[src/rtl/uart_tx_pkg.sv]
package uart_tx_pkg;

    localparam int DATA_W = 8;
    localparam int MODE_W = 8;
    localparam int CTRL_W = 5;
    localparam int STAT_W = 12;

    // status and control bit positions
    localparam int ST_BUSY  = 11;
    localparam int ST_FULL  = 4;
    localparam int ST_EMPTY = 3;
    localparam int CT_EN    = 4;
    localparam int CT_RST   = 1;

    typedef enum logic [2:0] {
        S_IDLE,
        S_START,
        S_DATA,
        S_PAR,
        S_STOP
    } tx_state_e;

    typedef struct packed {
        logic [3:0] nbits;
        logic       par_en;
        logic       par_odd;
        logic [1:0] stop_sel;
    } frame_cfg_t;

    function automatic frame_cfg_t decode_mode(input logic [MODE_W-1:0] m);
        frame_cfg_t c;
        case (m[2:1])
            2'b10:   c.nbits = 4'd7;
            2'b11:   c.nbits = 4'd6;
            default: c.nbits = 4'd8;
        endcase
        c.par_en   = ~m[5];
        c.par_odd  = m[3];
        c.stop_sel = m[7:6];
        return c;
    endfunction

    function automatic logic [DATA_W-1:0] char_mask(input logic [3:0] n);
        logic [15:0] ones;
        ones = (16'd1 << n) - 16'd1;
        return ones[DATA_W-1:0];
    endfunction

endpackage

[src/rtl/uart_tx_fifo.sv]
module uart_tx_fifo #(
    parameter int DEPTH = 16,
    parameter int DW    = 8
) (
    input  logic          clk,
    input  logic          rst,
    input  logic          push,
    input  logic          pop,
    input  logic [DW-1:0] din,
    output logic [DW-1:0] head,
    output logic          empty,
    output logic          full
);
    localparam int AW   = (DEPTH > 1) ? $clog2(DEPTH) : 1;
    localparam int CNTW = $clog2(DEPTH + 1);

    logic [DW-1:0]   mem [DEPTH];
    logic [AW-1:0]   wp, rp;
    logic [CNTW-1:0] count;
    logic            do_push, do_pop;

    function automatic logic [AW-1:0] step(input logic [AW-1:0] p);
        return (p == AW'(DEPTH - 1)) ? '0 : p + 1'b1;
    endfunction

    assign empty   = (count == '0);
    assign full    = (count == CNTW'(DEPTH));
    assign do_push = push && !full;
    assign do_pop  = pop && !empty;
    assign head    = mem[rp];

    always_ff @(posedge clk) begin
        if (do_push) mem[wp] <= din;
    end

    always_ff @(posedge clk) begin
        if (rst) begin
            wp    <= '0;
            rp    <= '0;
            count <= '0;
        end else begin
            if (do_push) wp <= step(wp);
            if (do_pop)  rp <= step(rp);
            case ({do_push, do_pop})
                2'b10:   count <= count + 1'b1;
                2'b01:   count <= count - 1'b1;
                default: count <= count;
            endcase
        end
    end

endmodule

[src/rtl/uart_tx_shifter.sv]
module uart_tx_shifter
    import uart_tx_pkg::*;
#(
    parameter int OVS = 16
) (
    input  logic              clk,
    input  logic              rst,
    input  logic              tick,
    input  logic              enable,
    input  logic              fifo_empty,
    input  logic [DATA_W-1:0] head,
    input  logic [MODE_W-1:0] mode,
    output logic              pop,
    output logic              txd,
    output logic              busy
);
    localparam int CW = $clog2(2 * OVS + 1);
    localparam logic [CW-1:0] BIT_LAST  = CW'(OVS - 1);
    localparam logic [CW-1:0] STOP_ONE  = CW'(OVS - 1);
    localparam logic [CW-1:0] STOP_HALF = CW'(OVS + OVS / 2 - 1);
    localparam logic [CW-1:0] STOP_TWO  = CW'(2 * OVS - 1);

    tx_state_e         state;
    logic [CW-1:0]     cnt;
    logic [CW-1:0]     limit;
    logic [DATA_W-1:0] sh;
    logic [3:0]        bidx;
    logic              par_bit;
    frame_cfg_t        cfg;
    frame_cfg_t        new_cfg;
    logic              go;

    assign new_cfg = decode_mode(mode);
    assign go      = (state == S_IDLE) && enable && !fifo_empty;
    assign pop     = go;
    assign busy    = (state != S_IDLE);

    always_comb begin
        if (state == S_STOP) begin
            case (cfg.stop_sel)
                2'b00:   limit = STOP_ONE;
                2'b01:   limit = STOP_HALF;
                default: limit = STOP_TWO;
            endcase
        end else begin
            limit = BIT_LAST;
        end
    end

    always_comb begin
        case (state)
            S_START: txd = 1'b0;
            S_DATA:  txd = sh[0];
            S_PAR:   txd = par_bit;
            default: txd = 1'b1;
        endcase
    end

    always_ff @(posedge clk) begin
        if (rst) begin
            state   <= S_IDLE;
            cnt     <= '0;
            sh      <= '0;
            bidx    <= '0;
            par_bit <= 1'b0;
            cfg     <= '0;
        end else if (state == S_IDLE) begin
            if (go) begin
                state   <= S_START;
                cnt     <= '0;
                bidx    <= '0;
                sh      <= head;
                cfg     <= new_cfg;
                par_bit <= (^(head & char_mask(new_cfg.nbits))) ^ new_cfg.par_odd;
            end
        end else if (tick) begin
            if (cnt == limit) begin
                cnt <= '0;
                case (state)
                    S_START: state <= S_DATA;
                    S_DATA: begin
                        sh   <= sh >> 1;
                        bidx <= bidx + 1'b1;
                        if (bidx == cfg.nbits - 4'd1)
                            state <= cfg.par_en ? S_PAR : S_STOP;
                    end
                    S_PAR:   state <= S_STOP;
                    default: state <= S_IDLE;
                endcase
            end else begin
                cnt <= cnt + 1'b1;
            end
        end
    end

endmodule

[src/rtl/uart_tx_channel.sv]
module uart_tx_channel
    import uart_tx_pkg::*;
#(
    parameter int FIFO_DEPTH = 16,
    parameter int OVS        = 16
) (
    input  logic              clk,
    input  logic              rst,
    input  logic              tick,
    input  logic              ctrl_wr,
    input  logic [CTRL_W-1:0] ctrl_din,
    input  logic              mode_wr,
    input  logic [MODE_W-1:0] mode_din,
    input  logic              data_wr,
    input  logic [DATA_W-1:0] data_din,
    output logic              txd,
    output logic [STAT_W-1:0] status_o,
    output logic [CTRL_W-1:0] ctrl_q
);
    logic              en_q;
    logic              srst_q;
    logic              logic_rst;
    logic [MODE_W-1:0] mode_q;
    logic [DATA_W-1:0] head;
    logic              fifo_empty, fifo_full, pop, busy;

    assign logic_rst = rst | srst_q;

    always_ff @(posedge clk) begin
        if (rst) begin
            en_q   <= 1'b0;
            srst_q <= 1'b0;
        end else if (ctrl_wr) begin
            en_q   <= ctrl_din[CT_EN];
            srst_q <= ctrl_din[CT_RST];
        end else begin
            srst_q <= 1'b0;
        end
    end

    always_ff @(posedge clk) begin
        if (rst)          mode_q <= '0;
        else if (mode_wr) mode_q <= mode_din;
    end

    uart_tx_fifo #(
        .DEPTH (FIFO_DEPTH),
        .DW    (DATA_W)
    ) u_fifo (
        .clk   (clk),
        .rst   (logic_rst),
        .push  (data_wr),
        .pop   (pop),
        .din   (data_din),
        .head  (head),
        .empty (fifo_empty),
        .full  (fifo_full)
    );

    uart_tx_shifter #(
        .OVS (OVS)
    ) u_shift (
        .clk        (clk),
        .rst        (logic_rst),
        .tick       (tick),
        .enable     (en_q),
        .fifo_empty (fifo_empty),
        .head       (head),
        .mode       (mode_q),
        .pop        (pop),
        .txd        (txd),
        .busy       (busy)
    );

    always_comb begin
        status_o           = '0;
        status_o[ST_BUSY]  = busy;
        status_o[ST_FULL]  = fifo_full;
        status_o[ST_EMPTY] = fifo_empty;
        ctrl_q             = '0;
        ctrl_q[CT_EN]      = en_q;
        ctrl_q[CT_RST]     = srst_q;
    end

endmodule

[config.mk]
export PLATFORM = sky130hd
export DESIGN_NAME = uart_tx_channel
export DESIGN_NICKNAME = d
export VERILOG_FILES = /design/src/rtl/uart_tx_pkg.sv /design/src/rtl/uart_tx_fifo.sv /design/src/rtl/uart_tx_shifter.sv /design/src/rtl/uart_tx_channel.sv
export SDC_FILE = /design/constraint.sdc
export NUM_CORES = 1
export LEC_CHECK = 0
export BUFFER_PORTS_ARGS = -buffer_cell sky130_fd_sc_hd__buf_4
export CAP_MARGIN = 40
export CORE_UTILIZATION = 55
export DETAILED_ROUTE_END_ITERATION = 16
export PLACE_DENSITY = 0.73
export SYNTH_ARGS = -nofsm -noshare
export SYNTH_HDL_FRONTEND = slang
export SYNTH_HIERARCHICAL = 1
export SYNTH_SLANG_ARGS = --single-unit
export TNS_END_PERCENT = 20
[constraint.sdc]
create_clock -name clk -period 3.9 [get_ports clk]
set_clock_uncertainty 0.1 [all_clocks]
set_input_delay 0.585 -clock clk [delete_from_list [all_inputs] [get_ports clk]]
set_output_delay 0.585 -clock clk [all_outputs]
set_load 0.02 [all_outputs]
==> results.sh, run 1 <==
export IMPL_run_status="finished clean"
export IMPL_cts_buffer_depth=2
export IMPL_via_count_of_the_first_global_routing_pass=4232
export IMPL_grt_max_degree=33
export IMPL_final_setup_viol_count=0
export IMPL_drtIter0Drc=353
export IMPL_drv_max_cap_violation_count=0
export IMPL_rr_worst_depth=13
export IMPL_clk_insertion_delay_late_ns=0.44
export IMPL_worstSetupStartpointType="flop"
export IMPL_criticalPathCategory="flop to flop"
export IMPL_critical_path_buf_inv_count=1
export IMPL_effective_utilization_at_floorplan_pct=56.40
export IMPL_rows=43
export IMPL_multi_input_comb_area_um2=2643
export IMPL_crit_slowest_cell="sky130_fd_sc_hd__or4_4"
export IMPL_final_max_slew_violation_count=0
export IMPL_most_common_layout_cells="128 x sky130_fd_sc_hd__edfxtp_1, 52 x sky130_fd_sc_hd__dfxtp_1, 40 x sky130_fd_sc_hd__mux4_2, 39 x sky130_fd_sc_hd__buf_4, 37 x sky130_fd_sc_hd__nor2_1"
export IMPL_grt_total_usage_pct=21.16
export IMPL_buffer_ports_inserted=27
export IMPL_final_period_utilization_pct=83.61
export IMPL_cp_end_kind="flop"
export IMPL_area_growth_syn_to_layout_pct=10.96
export IMPL_drt_pre_antenna_iters=8
export IMPL_worstSetupPathDepth=13
export IMPL_cts_resized=0
export IMPL_floorplan_die_area_um2=14710
export IMPL_worst_path_max_fanout=8
export IMPL_detailedPlacementHpwl_um=9650
export IMPL_detail_route_antenna_nets=0
export IMPL_highest_signal_layer="met4"
export IMPL_clockRootBuffer="sky130_fd_sc_hd__clkbuf_16"
export IMPL_delay_of_the_slowest_critical_path_stage_ns=0.61
export IMPL_dieHeight_um=121.3
export IMPL_met3WireLength_um=588
export IMPL_grt_setup_unrepaired="no"
export IMPL_leakage_nw=2.922
export IMPL_die_width_um=121.3
export IMPL_worst_endpoint_required_ns=4.12
export IMPL_clkSinkCount=181
export IMPL_met2_wirelength_um=7169
export IMPL_timing_hold_violations_final=0
export IMPL_gp_routability_congestion=0.7924
export IMPL_post_synth_instance_area_um2=7829
export IMPL_final_tns_setup_ns=0
export IMPL_grt_antenna_before_repair=0
export IMPL_num_nets_final=595
export IMPL_max_slew_margin_rel_pct=61.50
export IMPL_fmax_mhz=306.7
export IMPL_holdCritPathClass="input port to flop"
export IMPL_seqCellArea_um2=4906
export IMPL_ys_warn_count=6
export IMPL_drt_wl_total_um=14240
export IMPL_numPlacedInstances=717
export IMPL_routedLengthMet1_um=6263
export IMPL_path_delay_family="simple AND/OR/NAND/NOR gates"
export IMPL_clk_transition_reported_paths_ns=0.07
export IMPL_placeableCoreArea_um2=13880
export IMPL_vias_per_cell=5.904
export IMPL_synth_cells=533
export IMPL_final_design_area_no_fill_um2=8687
export IMPL_hold_depth=2
export IMPL_ctsHtreeMaxLevel=4
export IMPL_design_portCount=45
export IMPL_critical_path_cell_chain="or4_4, nor2_1, nand2b_1, nor2_1, o21ai_4, inv_1, ha_1, xor2_1, ha_1, and3b_1, o21ai_0, a31oi_1, mux2_2"
export IMPL_most_frequent_standard_cell_in_the_layout_excluding_fill_and_tap_cells="sky130_fd_sc_hd__edfxtp_1"
export IMPL_power_per_unit_of_standard_cell_area_nw_per_um2=463.9
export IMPL_dr_total_vias=4422
export IMPL_postLayoutSetupSlackWorst_ns=0.6390
export IMPL_synthesis_area_per_instance_um2=14.69
export IMPL_post_route_min_period_ns=3.261
export IMPL_wire_per_inst_um=19.01
export IMPL_postCtsSetupBuffers=0
export IMPL_ff2ff_setup_slack_ns=0.64
export IMPL_drcViolationCount=0
export IMPL_fraction_of_final_layout_cells_sized_beyond_drive_strength_1_pct=22.67
export IMPL_grt_first_pass_wirelength_um=22450
export IMPL_tightestPinTransition_ns=0.5767
export IMPL_vdd_drop_max_v=0.0003964
export IMPL_numCtsBuffers=17
export IMPL_clock_tree_from_tritoncts="yes"
export IMPL_number_of_hold_repair_buffers_added_at_the_cts_stage=0
export IMPL_cp_data_arrival_time_ns=3.48
export IMPL_finish_cell_count_without_fillers=749
export IMPL_globalRoute_totalOverflow=0
export IMPL_layout_filler_cells=1012
export IMPL_n_antenna_cell=0
export IMPL_dpl_cell_area_um2=8104
export IMPL_dpl_worst_slack_ns=0.6762
sequential cells by signal, indices dropped and copies added (netlist names), 5 cells and up, named ones only:
register / flops
mode_q: 6
u_shift/cfg: 6
u_fifo/count: 5
u_shift/cnt: 6
u_shift/sh: 8
u_fifo/mem: 128
cell type report:
class,count,share of cell area [%]
Inverter,10,0.4321
Timing Repair Buffer,39,3.370
Multi-Input combinational cell,307,30.42
Clock buffer,17,4.897
Tap cell,180,2.593
Sequential cell,181,56.47
Clock inverter,15,1.815
metal layers:
metal  track usage, %  vias up
met5                0        -
met3            5.122       19
met1            27.67     2242
met2            34.38      112
met4            7.716        0
li1                 -     2049
metrics by stage:
stage,hold WS [ns],utilization [%],total power [mW]
floorplan,0.3125,-,2.333
global placement,0.3325,58.22,2.388
detailed placement,0.3357,58.38,2.401
CTS,0.2502,62.58,4.064
global route,0.2755,62.58,4.161
finish,0.2712,62.58,4.030
power by group:
group          total (mW)  switching [mW]  leakage, nW  internal [mW]
registers            2.10          0.0190         1.59           2.08
logic               0.257           0.154         1.05          0.103
clock network        1.67           0.765        0.280          0.905
total                4.03           0.938         2.92           3.09
worst paths after layout:
| kind | start | endpoint |
|---|---|---|
| worst max-delay path | u_fifo/count[1] | u_fifo/count[4] |
| worst min-delay path | rst | mode_q[7] |
| worst max register to register | u_fifo/count[1] | u_fifo/count[4] |
| worst min register to register | mode_q[5] | u_shift/cfg[3] |
worst reg2reg max path, delay by kind of cell, from the launching register on:
kind / cells / cell delay (ns)
multiplexers: 1 / 0.35
AND/OR/NAND/NOR: 5 / 1.21
adder cells (fa/ha/maj): 2 / 0.49
XOR/XNOR: 1 / 0.17
buffers and inverters: 1 / 0.09
flip-flops: 1 / 0.38
AO/OA/AOI/OAI: 3 / 0.36
(Power assumes the default switching activity.)
==> run 2: changes to the inputs <==
==> constraint.sdc (replaced) <==
create_clock -name clk -period 3.3 [get_ports clk]
set_clock_uncertainty 0.1 [all_clocks]
set_input_delay 0.495 -clock clk [delete_from_list [all_inputs] [get_ports clk]]
set_output_delay 0.495 -clock clk [all_outputs]
set_load 0.02 [all_outputs]
==> run 2 against run 1 <==
Effect of this change:
- utilization grew 0.054 points
- fmax is 7.2% higher
- final cell count grew 0.27%
- sequential power up 18%
- critical path type unchanged
- critical endpoint unchanged
- largest power group unchanged
- highest routed layer unchanged
==> results.sh, run 2 (synthesis gave the netlist of run 1 again) <==
export IMPL_rows=43
export IMPL_worst_path_max_fanout=6
export IMPL_fmax_mhz=328.6
export IMPL_final_core_area_utilization_pct=62.64
export IMPL_num_nets_final=599
export IMPL_wire_per_inst_um=18.74
export IMPL_most_common_layout_cells="128 x sky130_fd_sc_hd__edfxtp_1, 52 x sky130_fd_sc_hd__dfxtp_1, 41 x sky130_fd_sc_hd__buf_4, 40 x sky130_fd_sc_hd__mux4_2, 37 x sky130_fd_sc_hd__nor2_1"
export IMPL_grt_setup_unrepaired="no"
export IMPL_holdCritPathClass="input port to flop"
export IMPL_clockRootBuffer="sky130_fd_sc_hd__clkbuf_16"
export IMPL_numCtsBuffers=17
export IMPL_cp_end_kind="flop"
export IMPL_final_design_area_no_fill_um2=8695
export IMPL_area_growth_syn_to_layout_pct=11.06
export IMPL_final_tns_setup_ns=0
export IMPL_power_per_unit_of_standard_cell_area_nw_per_um2=529.1
export IMPL_clock_tree_from_tritoncts="yes"
export IMPL_grt_max_degree=33
export IMPL_drv_max_cap_violation_count=0
export IMPL_postLayoutSetupSlackWorst_ns=0.2570
export IMPL_register_name_with_the_most_flops="u_fifo/mem"
export IMPL_final_setup_viol_count=0
export IMPL_cts_buffer_depth=2
export IMPL_placeableCoreArea_um2=13880
export IMPL_die_width_um=121.3
export IMPL_cts_resized=0
export IMPL_dieHeight_um=121.3
export IMPL_drt_wl_total_um=14070
export IMPL_fraction_of_final_layout_cells_sized_beyond_drive_strength_1_pct=23.12
export IMPL_delay_of_the_slowest_critical_path_stage_ns=0.56
export IMPL_critical_path_buf_inv_count=1
export IMPL_cp_data_arrival_time_ns=3.25
export IMPL_number_of_hold_repair_buffers_added_at_the_cts_stage=0
export IMPL_most_frequent_standard_cell_in_the_layout_excluding_fill_and_tap_cells="sky130_fd_sc_hd__edfxtp_1"
export IMPL_final_max_slew_violation_count=0
export IMPL_crit_slowest_cell="sky130_fd_sc_hd__or4_4"
export IMPL_grt_antenna_before_repair=0
export IMPL_criticalPathCategory="flop to flop"
export IMPL_floorplan_die_area_um2=14710
export IMPL_detailedPlacementHpwl_um=9457
export IMPL_ctsHtreeMaxLevel=4
export IMPL_drcViolationCount=0
export IMPL_dpl_cell_area_um2=8159
export IMPL_grt_total_usage_pct=20.87
export IMPL_max_slew_margin_rel_pct=60.06
export IMPL_post_route_min_period_ns=3.043
export IMPL_final_period_utilization_pct=92.21
export IMPL_buffer_ports_inserted=27
export IMPL_timing_hold_violations_final=0
export IMPL_critical_path_cell_chain="or4_4, nor2_1, nand2b_4, nor2_1, o21ai_4, inv_1, ha_1, xor2_1, ha_1, and3b_1, o21ai_0, a31oi_1, mux2_2"
export IMPL_biggestRegsByFlops="u_fifo/mem: 128 flops, u_shift/sh: 8 flops"
export IMPL_detail_route_antenna_nets=0
export IMPL_run_status="finished clean"
export IMPL_worst_endpoint_required_ns=3.50
export IMPL_largest_register_ff_count=128
export IMPL_leakage_nw=2.934
export IMPL_dr_total_vias=4333
export IMPL_tightestPinTransition_ns=0.5983
export IMPL_clk_insertion_delay_late_ns=0.42
export IMPL_effective_utilization_at_floorplan_pct=56.40
export IMPL_postCtsSetupBuffers=0
export IMPL_worstSetupStartpointType="flop"
export IMPL_clk_transition_reported_paths_ns=0.07
export IMPL_drt_pre_antenna_iters=5
export IMPL_vdd_drop_max_v=0.0005864
export IMPL_clkSinkCount=181
export IMPL_drtIter0Drc=340
export IMPL_p_total_mw=4.600
export IMPL_vias_per_cell=5.770
export IMPL_gp_routability_congestion=0.7833
export IMPL_globalRoute_totalOverflow=0
export IMPL_via_count_of_the_first_global_routing_pass=4329
export IMPL_dpl_worst_slack_ns=0.2199
export IMPL_path_delay_family="simple AND/OR/NAND/NOR gates"
export IMPL_design_portCount=45
export IMPL_grt_first_pass_wirelength_um=22600
export IMPL_n_antenna_cell=0
run 2: cell types whose count changed in the layout (fill, tap and decap cells not counted), sizes merged:
cell      change
buf           +4
clkinv        +3
inv           -3
bufinv        -1
clkinvlp      -1
run 2: final cells by class:
class / instances / area [um^2]
clock buffers: 17 / 425.4
clock inverters: 13 / 102.6
fillers: 1003 / 5186
inverters: 10 / 37.54
multi-input cells: 307 / 2650
flip-flops and latches: 181 / 4906
well taps: 180 / 225.2
repair buffers: 43 / 347.8
run 2: path summary, 6_finish.rpt:
check	slack, ns	cells after the start	start	to
min	0.20	2	rst	mode_q[7]
min reg2reg	0.35	1	mode_q[5]	u_shift/cfg[3]
max reg2reg	0.26	13	u_fifo/count[0]	u_fifo/count[4]
max	0.26	13	u_fifo/count[0]	u_fifo/count[4]
run 2: report_power, final:
| part | switching, mW | internal, mW |
|---|---|---|
| Clock | 0.836 | 0.968 |
| Sequential | 0.0208 | 2.46 |
| Combinational | 0.182 | 0.129 |
| Total | 1.04 | 3.56 |
run 2: through the flow:
stage               hold slack [ns]  cells
finish                       0.2047    751
global route                 0.1953    751
CTS                          0.1830    751
detailed placement           0.3449    721
global placement             0.3329    721
floorplan                    0.3125    544
run 2: metal layers:
metal / vias to the layer above / track usage [%] / share of wire, %
met5: - / 0 / 0
met1: 2173 / 27.48 / 43
li1: 2052 / - / -
met3: 9 / 5.169 / 4.7
met2: 99 / 34.09 / 51
met4: 0 / 6.636 / 0.77
